$ cat src/rtl/mbs_pkg.sv
package mbs_pkg;

   typedef enum logic [2:0] {
      PH_IDLE,
      PH_ADDR,
      PH_LATCH,
      PH_STRB,
      PH_HOLD
   } phase_e;

   typedef enum logic [2:0] {
      AK_NONE,
      AK_PTR_WR,
      AK_DATA_WR,
      AK_DATA_RD,
      AK_OTHER
   } acc_kind_e;

   function automatic int unsigned ceil_div(input int unsigned num, input int unsigned den);
      return (num + den - 1) / den;
   endfunction

   function automatic int unsigned max2(input int unsigned a, input int unsigned b);
      return (a > b) ? a : b;
   endfunction

endpackage

$ cat src/rtl/mbs_phase_fsm.sv
module mbs_phase_fsm
   import mbs_pkg::*;
#(
   parameter int unsigned CNT_W  = 4,
   parameter int unsigned A_CYC  = 5,
   parameter int unsigned L_CYC  = 5,
   parameter int unsigned SW_CYC = 8,
   parameter int unsigned SR_CYC = 5,
   parameter int unsigned H_CYC  = 3
) (
   input  logic             clk,
   input  logic             rst_n,
   input  logic             start,
   input  logic             start_write,
   output phase_e           phase,
   output logic [CNT_W-1:0] cnt,
   output logic             is_write,
   output logic             strb_last
);

   logic [CNT_W-1:0] len;
   logic             ph_end;
   phase_e           ph_next;

   always_comb begin
      case (phase)
         PH_ADDR:  len = CNT_W'(A_CYC);
         PH_LATCH: len = CNT_W'(L_CYC);
         PH_STRB:  len = is_write ? CNT_W'(SW_CYC) : CNT_W'(SR_CYC);
         PH_HOLD:  len = CNT_W'(H_CYC);
         default:  len = CNT_W'(1);
      endcase
   end

   always_comb begin
      case (phase)
         PH_ADDR:  ph_next = PH_LATCH;
         PH_LATCH: ph_next = PH_STRB;
         PH_STRB:  ph_next = PH_HOLD;
         default:  ph_next = PH_IDLE;
      endcase
   end

   assign ph_end    = (cnt == len - 1'b1);
   assign strb_last = (phase == PH_STRB) && ph_end;

   always_ff @(posedge clk or negedge rst_n) begin
      if (!rst_n) begin
         phase    <= PH_IDLE;
         cnt      <= '0;
         is_write <= 1'b0;
      end else if (phase == PH_IDLE) begin
         cnt <= '0;
         if (start) begin
            phase    <= PH_ADDR;
            is_write <= start_write;
         end
      end else if (ph_end) begin
         cnt   <= '0;
         phase <= ph_next;
      end else begin
         cnt <= cnt + 1'b1;
      end
   end

endmodule

$ cat src/rtl/mbs_spacing.sv
module mbs_spacing
   import mbs_pkg::*;
#(
   parameter int unsigned ADDR_W             = 3,
   parameter int unsigned PTR_LO_ADDR        = 2,
   parameter int unsigned DATA_REG_ADDR      = 4,
   parameter int unsigned ARB_F              = 4,
   parameter int unsigned ARB_S              = 7,
   parameter int unsigned PTR_GAP_ARB        = 4,
   parameter int unsigned PTR_AFTER_DATA_ARB = 5,
   parameter int unsigned LEAD               = 11,
   parameter int unsigned GAP_W              = 7
) (
   input  logic              clk,
   input  logic              rst_n,
   input  logic              slow_arb,
   input  logic              strobe_low,
   input  logic              accept,
   input  logic              req_write,
   input  logic [ADDR_W-1:0] req_addr,
   output logic              gap_ok
);

   acc_kind_e        prev_kind;
   acc_kind_e        next_kind;
   logic [GAP_W-1:0] gap_q;
   logic [GAP_W-1:0] arb_c;
   logic [GAP_W-1:0] periods;
   logic [GAP_W-1:0] need;

   always_comb begin
      if (req_addr == ADDR_W'(PTR_LO_ADDR) && req_write)
         next_kind = AK_PTR_WR;
      else if (req_addr == ADDR_W'(DATA_REG_ADDR))
         next_kind = req_write ? AK_DATA_WR : AK_DATA_RD;
      else
         next_kind = AK_OTHER;
   end

   // high cycles since the last strobe ended; saturates so reset reads as "long ago"
   always_ff @(posedge clk or negedge rst_n) begin
      if (!rst_n)
         gap_q <= '1;
      else if (strobe_low)
         gap_q <= '0;
      else if (gap_q != '1)
         gap_q <= gap_q + 1'b1;
   end

   always_ff @(posedge clk or negedge rst_n) begin
      if (!rst_n)
         prev_kind <= AK_NONE;
      else if (accept)
         prev_kind <= next_kind;
   end

   always_comb begin
      arb_c = slow_arb ? GAP_W'(ARB_S) : GAP_W'(ARB_F);
      if (prev_kind == AK_PTR_WR)
         periods = GAP_W'(PTR_GAP_ARB);
      else if (next_kind == AK_PTR_WR &&
               (prev_kind == AK_DATA_WR || prev_kind == AK_DATA_RD))
         periods = GAP_W'(PTR_AFTER_DATA_ARB);
      else
         periods = '0;
      need = periods * arb_c;
   end

   // the new strobe falls LEAD cycles after an accept in this cycle
   assign gap_ok = ({1'b0, gap_q} + (GAP_W + 1)'(LEAD)) >= {1'b0, need};

endmodule

$ cat src/rtl/mbs_bus_io.sv
module mbs_bus_io
   import mbs_pkg::*;
#(
   parameter int unsigned DATA_W  = 8,
   parameter int unsigned ADDR_W  = 3,
   parameter int unsigned CNT_W   = 4,
   parameter int unsigned HLD_CYC = 3
) (
   input  logic              clk,
   input  logic              rst_n,
   input  logic              accept,
   input  logic [ADDR_W-1:0] req_addr,
   input  logic [DATA_W-1:0] req_wdata,
   input  phase_e            phase,
   input  logic [CNT_W-1:0]  cnt,
   input  logic              is_write,
   input  logic              strb_last,
   input  logic [DATA_W-1:0] bus_in,
   output logic              ale,
   output logic              cs_n,
   output logic              wr_n,
   output logic              rd_n,
   output logic              bus_oe,
   output logic [DATA_W-1:0] bus_out,
   output logic [DATA_W-1:0] rdata,
   output logic              done
);

   logic [ADDR_W-1:0] addr_q;
   logic [DATA_W-1:0] wdata_q;
   logic              addr_drive;

   always_ff @(posedge clk or negedge rst_n) begin
      if (!rst_n) begin
         addr_q  <= '0;
         wdata_q <= '0;
      end else if (accept) begin
         addr_q  <= req_addr;
         wdata_q <= req_wdata;
      end
   end

   always_ff @(posedge clk or negedge rst_n) begin
      if (!rst_n) begin
         rdata <= '0;
         done  <= 1'b0;
      end else begin
         done <= strb_last;
         if (strb_last && !is_write)
            rdata <= bus_in;
      end
   end

   assign addr_drive = (phase == PH_ADDR) ||
                       (phase == PH_LATCH && cnt < CNT_W'(HLD_CYC));

   assign ale    = (phase == PH_ADDR);
   assign cs_n   = (phase == PH_IDLE);
   assign wr_n   = !(phase == PH_STRB && is_write);
   assign rd_n   = !(phase == PH_STRB && !is_write);
   assign bus_oe = (phase != PH_IDLE) && (addr_drive || is_write);

   always_comb begin
      if (addr_drive)
         bus_out = DATA_W'(addr_q);
      else if (is_write && phase != PH_IDLE)
         bus_out = wdata_q;
      else
         bus_out = '0;
   end

endmodule

$ cat src/rtl/mux_bus_sequencer.sv
module mux_bus_sequencer
   import mbs_pkg::*;
#(
   parameter int unsigned DATA_W             = 8,
   parameter int unsigned ADDR_W             = 3,
   parameter int unsigned PTR_LO_ADDR        = 2,
   parameter int unsigned DATA_REG_ADDR      = 4,
   parameter int unsigned SYS_CLK_PS         = 4000,
   parameter int unsigned OPR_CLK_PS         = 12500,
   parameter int unsigned ADR_SETUP_PS       = 20000,
   parameter int unsigned ADR_HOLD_PS        = 10000,
   parameter int unsigned CS_SETUP_PS        = 10000,
   parameter int unsigned ALE_HI_PS          = 20000,
   parameter int unsigned ALE_LO_PS          = 20000,
   parameter int unsigned ALE_TO_STB_PS      = 15000,
   parameter int unsigned WD_SETUP_PS        = 30000,
   parameter int unsigned WD_HOLD_PS         = 10000,
   parameter int unsigned STB_LO_PS          = 20000,
   parameter int unsigned STB_HI_PS          = 20000,
   parameter int unsigned PTR_GAP_ARB        = 4,
   parameter int unsigned PTR_AFTER_DATA_ARB = 5
) (
   input  logic              clk,
   input  logic              rst_n,
   input  logic              slow_arb,
   input  logic              req_valid,
   output logic              req_ready,
   input  logic              req_write,
   input  logic [ADDR_W-1:0] req_addr,
   input  logic [DATA_W-1:0] req_wdata,
   output logic              done,
   output logic [DATA_W-1:0] rdata,
   output logic              ale,
   output logic              cs_n,
   output logic              wr_n,
   output logic              rd_n,
   output logic              bus_oe,
   output logic [DATA_W-1:0] bus_out,
   input  logic [DATA_W-1:0] bus_in
);

   localparam int unsigned A_CYC   = ceil_div(max2(max2(ADR_SETUP_PS, CS_SETUP_PS), ALE_HI_PS), SYS_CLK_PS);
   localparam int unsigned HLD_CYC = max2(ceil_div(ADR_HOLD_PS, SYS_CLK_PS), 1);
   localparam int unsigned L_CYC   = max2(ceil_div(max2(ALE_TO_STB_PS, ALE_LO_PS), SYS_CLK_PS), HLD_CYC + 1);
   localparam int unsigned SW_CYC  = ceil_div(max2(STB_LO_PS, WD_SETUP_PS), SYS_CLK_PS);
   localparam int unsigned SR_CYC  = max2(ceil_div(STB_LO_PS, SYS_CLK_PS), 1);
   localparam int unsigned H_CYC   = max2(ceil_div(WD_HOLD_PS, SYS_CLK_PS), 1);
   localparam int unsigned ARB_F   = ceil_div(OPR_CLK_PS, SYS_CLK_PS);
   localparam int unsigned ARB_S   = ceil_div(2 * OPR_CLK_PS, SYS_CLK_PS);
   localparam int unsigned LEAD    = 1 + A_CYC + L_CYC;
   localparam int unsigned NAT_GAP = H_CYC + LEAD;
   localparam int unsigned MAX_NEED = max2(PTR_GAP_ARB, PTR_AFTER_DATA_ARB) * ARB_S;
   localparam int unsigned GAP_W   = $clog2(MAX_NEED + NAT_GAP + 2) + 1;
   localparam int unsigned MAX_PH  = max2(max2(A_CYC, L_CYC), max2(max2(SW_CYC, SR_CYC), H_CYC));
   localparam int unsigned CNT_W   = $clog2(MAX_PH + 1);

   if (ADDR_W > DATA_W) begin : g_bad_width
      $error("address must fit on the shared data lines");
   end
   if (PTR_LO_ADDR == DATA_REG_ADDR) begin : g_bad_map
      $error("pointer and data register addresses must differ");
   end
   if (NAT_GAP * SYS_CLK_PS < STB_HI_PS) begin : g_bad_gap
      $error("natural strobe spacing shorter than strobe high minimum");
   end
   if (PTR_LO_ADDR >= (1 << ADDR_W) || DATA_REG_ADDR >= (1 << ADDR_W)) begin : g_bad_addr
      $error("register address outside address width");
   end

   phase_e           phase;
   logic [CNT_W-1:0] cnt;
   logic             is_write;
   logic             strb_last;
   logic             gap_ok;
   logic             accept;

   assign req_ready = (phase == PH_IDLE) && gap_ok;
   assign accept    = req_valid && req_ready;

   mbs_phase_fsm #(
      .CNT_W (CNT_W),
      .A_CYC (A_CYC),
      .L_CYC (L_CYC),
      .SW_CYC(SW_CYC),
      .SR_CYC(SR_CYC),
      .H_CYC (H_CYC)
   ) u_fsm (
      .clk        (clk),
      .rst_n      (rst_n),
      .start      (accept),
      .start_write(req_write),
      .phase      (phase),
      .cnt        (cnt),
      .is_write   (is_write),
      .strb_last  (strb_last)
   );

   mbs_spacing #(
      .ADDR_W            (ADDR_W),
      .PTR_LO_ADDR       (PTR_LO_ADDR),
      .DATA_REG_ADDR     (DATA_REG_ADDR),
      .ARB_F             (ARB_F),
      .ARB_S             (ARB_S),
      .PTR_GAP_ARB       (PTR_GAP_ARB),
      .PTR_AFTER_DATA_ARB(PTR_AFTER_DATA_ARB),
      .LEAD              (LEAD),
      .GAP_W             (GAP_W)
   ) u_spacing (
      .clk       (clk),
      .rst_n     (rst_n),
      .slow_arb  (slow_arb),
      .strobe_low(!wr_n || !rd_n),
      .accept    (accept),
      .req_write (req_write),
      .req_addr  (req_addr),
      .gap_ok    (gap_ok)
   );

   mbs_bus_io #(
      .DATA_W (DATA_W),
      .ADDR_W (ADDR_W),
      .CNT_W  (CNT_W),
      .HLD_CYC(HLD_CYC)
   ) u_io (
      .clk      (clk),
      .rst_n    (rst_n),
      .accept   (accept),
      .req_addr (req_addr),
      .req_wdata(req_wdata),
      .phase    (phase),
      .cnt      (cnt),
      .is_write (is_write),
      .strb_last(strb_last),
      .bus_in   (bus_in),
      .ale      (ale),
      .cs_n     (cs_n),
      .wr_n     (wr_n),
      .rd_n     (rd_n),
      .bus_oe   (bus_oe),
      .bus_out  (bus_out),
      .rdata    (rdata),
      .done     (done)
   );

endmodule

$ cat config.mk
export PLATFORM = sky130hd
export DESIGN_NAME = mux_bus_sequencer
export DESIGN_NICKNAME = d
export VERILOG_FILES = /design/src/rtl/mbs_pkg.sv /design/src/rtl/mbs_phase_fsm.sv /design/src/rtl/mbs_spacing.sv /design/src/rtl/mbs_bus_io.sv /design/src/rtl/mux_bus_sequencer.sv
export SDC_FILE = /design/constraint.sdc
export NUM_CORES = 1
export LEC_CHECK = 0
export ABC_AREA = 1
export BUFFER_PORTS_ARGS = -buffer_cell sky130_fd_sc_hd__buf_2
export CAP_MARGIN = 20
export CORE_MARGIN = 1.5
export CORE_UTILIZATION = 43
export CTS_CLUSTER_SIZE = 30
export DETAILED_ROUTE_END_ITERATION = 8
export PLACE_DENSITY = 0.79
export SLEW_MARGIN = 0
export SYNTH_ARGS = -nofsm -noshare
export SYNTH_HDL_FRONTEND = slang
export SYNTH_SLANG_ARGS = --single-unit
$ cat constraint.sdc
create_clock -name clk -period 2.5 [get_ports clk]
set_clock_uncertainty 0.15 [all_clocks]
set_input_delay 0.25 -clock clk [delete_from_list [all_inputs] [get_ports clk]]
set_output_delay 0.25 -clock clk [all_outputs]
set_load 0.005 [all_outputs]
==> impl_metrics.tcl <==
set metrics [dict create \
    drv_cap 0 \
    timing.rr.start "u_spacing.prev_kind[1]$_DFFE_PN0P_" \
    crit_chain "inv_2, nor3_4, buf_4, buf_4, ha_1, inv_1, ha_1, nand2_1, nand2_1, nand2_1, nand2_1, nand2_2, a21oi_4, buf_2" \
    finalCritPeriodShare 1.06 \
    clock_power_share 0.106 \
    gp_congestion 0.830 \
    fillers 406 \
    end_kind "primary output" \
    setup_slack_ps -160 \
    cts_root_buffer "clkbuf_8" \
    antennaDiodeCount 0 \
    synth_compound_area_frac 0.0654 \
    syn_area_um2 2160 \
    fmax_mhz 376 \
    critPathSlowestCell "dfrtp_1" \
    grt_overflow 0 \
    intPower_uw 2330 \
    grt_pass1_wl_mm 7.68 \
    ys_warn_count 0 \
    combinationalPowerShare 0.620 \
    most-common-layout-cells "nand2_1 (77), buf_2 (46), nand3_1 (31), dfrtp_1 (31), inv_1 (26)" \
    synth_xor_area_frac 0.0365 \
    relSlewSlack 0.445 \
    hold_viol_final 0 \
    power_frac_seq 0.274 \
    cts_tree "yes" \
    nets 381 \
    synth_nets 310 \
    die_y_um 73.9 \
    viasPerCell 4.79 \
    yosys.area_share.simple 0.309 \
    p_leak_uw 0.00152 \
    vdd_drop_max_uv 850 \
    die_w_um 73.9 \
    num_vias 1985 \
    synthAdderAreaFrac 0.0637 \
    htree_num_levels 2 \
    post-dp-hpwl_mm 3.33 \
    startpoint "u_spacing.prev_kind[1]$_DFFE_PN0P_" \
    status "complete, but fails checks" \
    drv_slew 0 \
    antenna_found_initial 0 \
    failed_checks "setup timing" \
    worst-setup-path-type "flip-flop to primary output" \
    dpl_worst_slack_ps -253 \
    power_switching_uw 1870 \
    track_usage 0.185 \
    critPathRequiredTime_ps 2100 \
    antenna_left 0 \
    cts_sinks 38 \
    crit_fanout 3 \
    synth_top_family_by_area "simple AND/OR/NAND/NOR gates" \
    io_buffers 46 \
    crit_family "adder cells" \
    dp_cells 396 \
    synth_edf_count 0 \
    clk_pin_slew_worst_paths_ps 70 \
    avgRoutedWirePerCell_um 11.6 \
    multi_input_comb_area_um2 1140 \
    seq_area_frac_synth 0.444 \
    die_area_um2 5460 \
    dpl_cell_area_um2 2560 \
    num_io_pins 47 \
    drt_iter0_drc 100 \
    syn_inst 275 \
    swShare 0.445 \
    slowest_delay_ps 390 \
    drive_gt1_frac 0.343 \
    drc 0 \
    fin_crit_ps 2660 \
    avgSynthCellArea_um2 7.86 \
    hold_class "input pin to flip-flop" \
    synthToLayoutAreaGrowth_pct 32.5 \
    rsz0062_at_grt "yes" \
    yosysUniqueCellTypes 33 \
    cp.arrival_ps 2260 \
    crit_buf_inv 5 \
    setup_viol 18 \
    tightestPinTransition_ps 833 \
    synthArstFlopShare 1.00 \
    seq_area_um2 960 \
    cts_buffers 5 \
    muxShareOfSynthArea 0 \
    clk_latency_ps 300 \
    start_kind "flip-flop" \
    path_common_cell "nand2_1" \
    wl_mm 4.82 \
    core_area_um2 4790 \
    clk_path_buf_depth 2 \
    grt_pass1_vias 1781 \
    min_from "bus_in[5]" \
    layout_commonest_cell "nand2_1" \
    fin_area_um2 2860 \
    start_util 0.452 \
    synth_flop_cell "dfrtp_1" \
    synth_seq_cells 38 \
    p_per_area_nw_per_um2 1460 \
    fin_cells 414 \
    rows 25 \
    grt_max_degree 39 \
    detail_route.first_pass.iterations 4 \
]
## worst reg2reg max path: cells and delay by family (launching register included)
family                   cells  cell delay [ps]
buffers and inverters        7              830
AND/OR/NAND/NOR             10              650
adder cells (fa/ha/maj)      2              530
flip-flops                   1              390
## cell usage after synthesis (2+ instances only)
cell       n  area [µm²]
nand2_1   83         312
dfrtp_1   31         776
inv_1     31         116
nand3_1   31         155
nor2_1    22        82.6
ha_1      11         138
o21ai_0   11        55.1
dfstp_2    7         184
xor2_1     7        61.3
a21oi_1    6        30.0
o21ai_1    5        25.0
buf_2      3        15.0
buf_6      2        22.5
clkbuf_1   2        7.51
inv_2      2        7.51
nor3_1     2        10.0
nor3_2     2        20.0
xnor2_1    2        17.5
## power by group through the flow
stage / combinational [µW] / clock, µW / sequential, µW
3_5_place_dp: 2080 / 0 / 1140
3_3_place_gp: 2020 / 0 / 1140
2_1_floorplan: 1480 / 0 / 1110
6_report: 2600 / 444 / 1150
4_1_cts: 2140 / 452 / 1130
5_1_grt: 2930 / 475 / 1190
## stage by stage
step / util / total power, µW / setup TNS (ps) / hold WS, ps
after CTS: 0.566 / 3720 / -174 / 19.0
after global routing: 0.598 / 4600 / -5580 / 26.3
final: 0.598 / 4190 / -2180 / 22.6
after detailed placement: 0.535 / 3220 / -4240 / 250
after global placement: 0.535 / 3150 / -2670 / 250
after floorplan: - / 2590 / 0 / -196
## flip-flops by register name (all words and copies together) (netlist names)
register,flops
u_io.wdata_q,8
u_spacing.gap_q,7
u_fsm.is_write,1
u_fsm.phase,3
u_io.addr_q,3
u_io.rdata,8
u_io.done,1
u_spacing.prev_kind,3
u_fsm.cnt,4
## kinds of logic after synthesis
| logic type | Yosys count |
|---|---|
| flops | 38 |
| fa+ha+maj | 11 |
| xor+xnor | 9 |
| buf+inv | 41 |
| compound gates | 26 |
| simple gates | 150 |
## worst paths after layout
check | to | slack [ps] | cells after the start
worst min-delay path | u_io.rdata[5]$_DFFE_PN0P_ | 20 | 3
max in group asynchronous | u_fsm.phase[0]$_DFFE_PN0P_ | 1240 | 2
worst max register to register | u_spacing.prev_kind[0]$_DFFE_PN0P_ | -140 | 19
worst max-delay path | req_ready | -160 | 14
min in group asynchronous | u_spacing.prev_kind[2]$_DFFE_PN0P_ | 440 | 2
worst min register to register | u_io.rdata[4]$_DFFE_PN0P_ | 320 | 2
## cell type report
type	instances	share of cell area
multi-input combinational	196	0.397
clock inverter	2	0.00437
timing repair buffer	72	0.163
tap	67	0.0293
clock buffer	6	0.0288
inverter	33	0.0433
sequential	38	0.335
## routing by layer
metal / wire (µm) / share of wire / vias to the layer above / track usage
met3: 138 / 0.029 / 9 / 0.0302
li1: - / - / 1017 / -
met4: 116 / 0.024 / 0 / 0.105
met2: 2410 / 0.50 / 36 / 0.292
met5: 0 / 0 / - / 0
met1: 2150 / 0.45 / 923 / 0.240
## repair_timing
| action | in CTS | in global routing |
|---|---|---|
| endpoints found under the setup margin | 2 | 27 |
| buffers inserted | 4 | 4 |
| gates resized for setup | 4 | 26 |
| cloned | 0 | 1 |
| pin swaps | 5 | 8 |
| hold endpoints to repair | 31 | 0 |
| hold buffers | 1 | 0 |
Note: power is estimated with default switching activity, not from simulation.
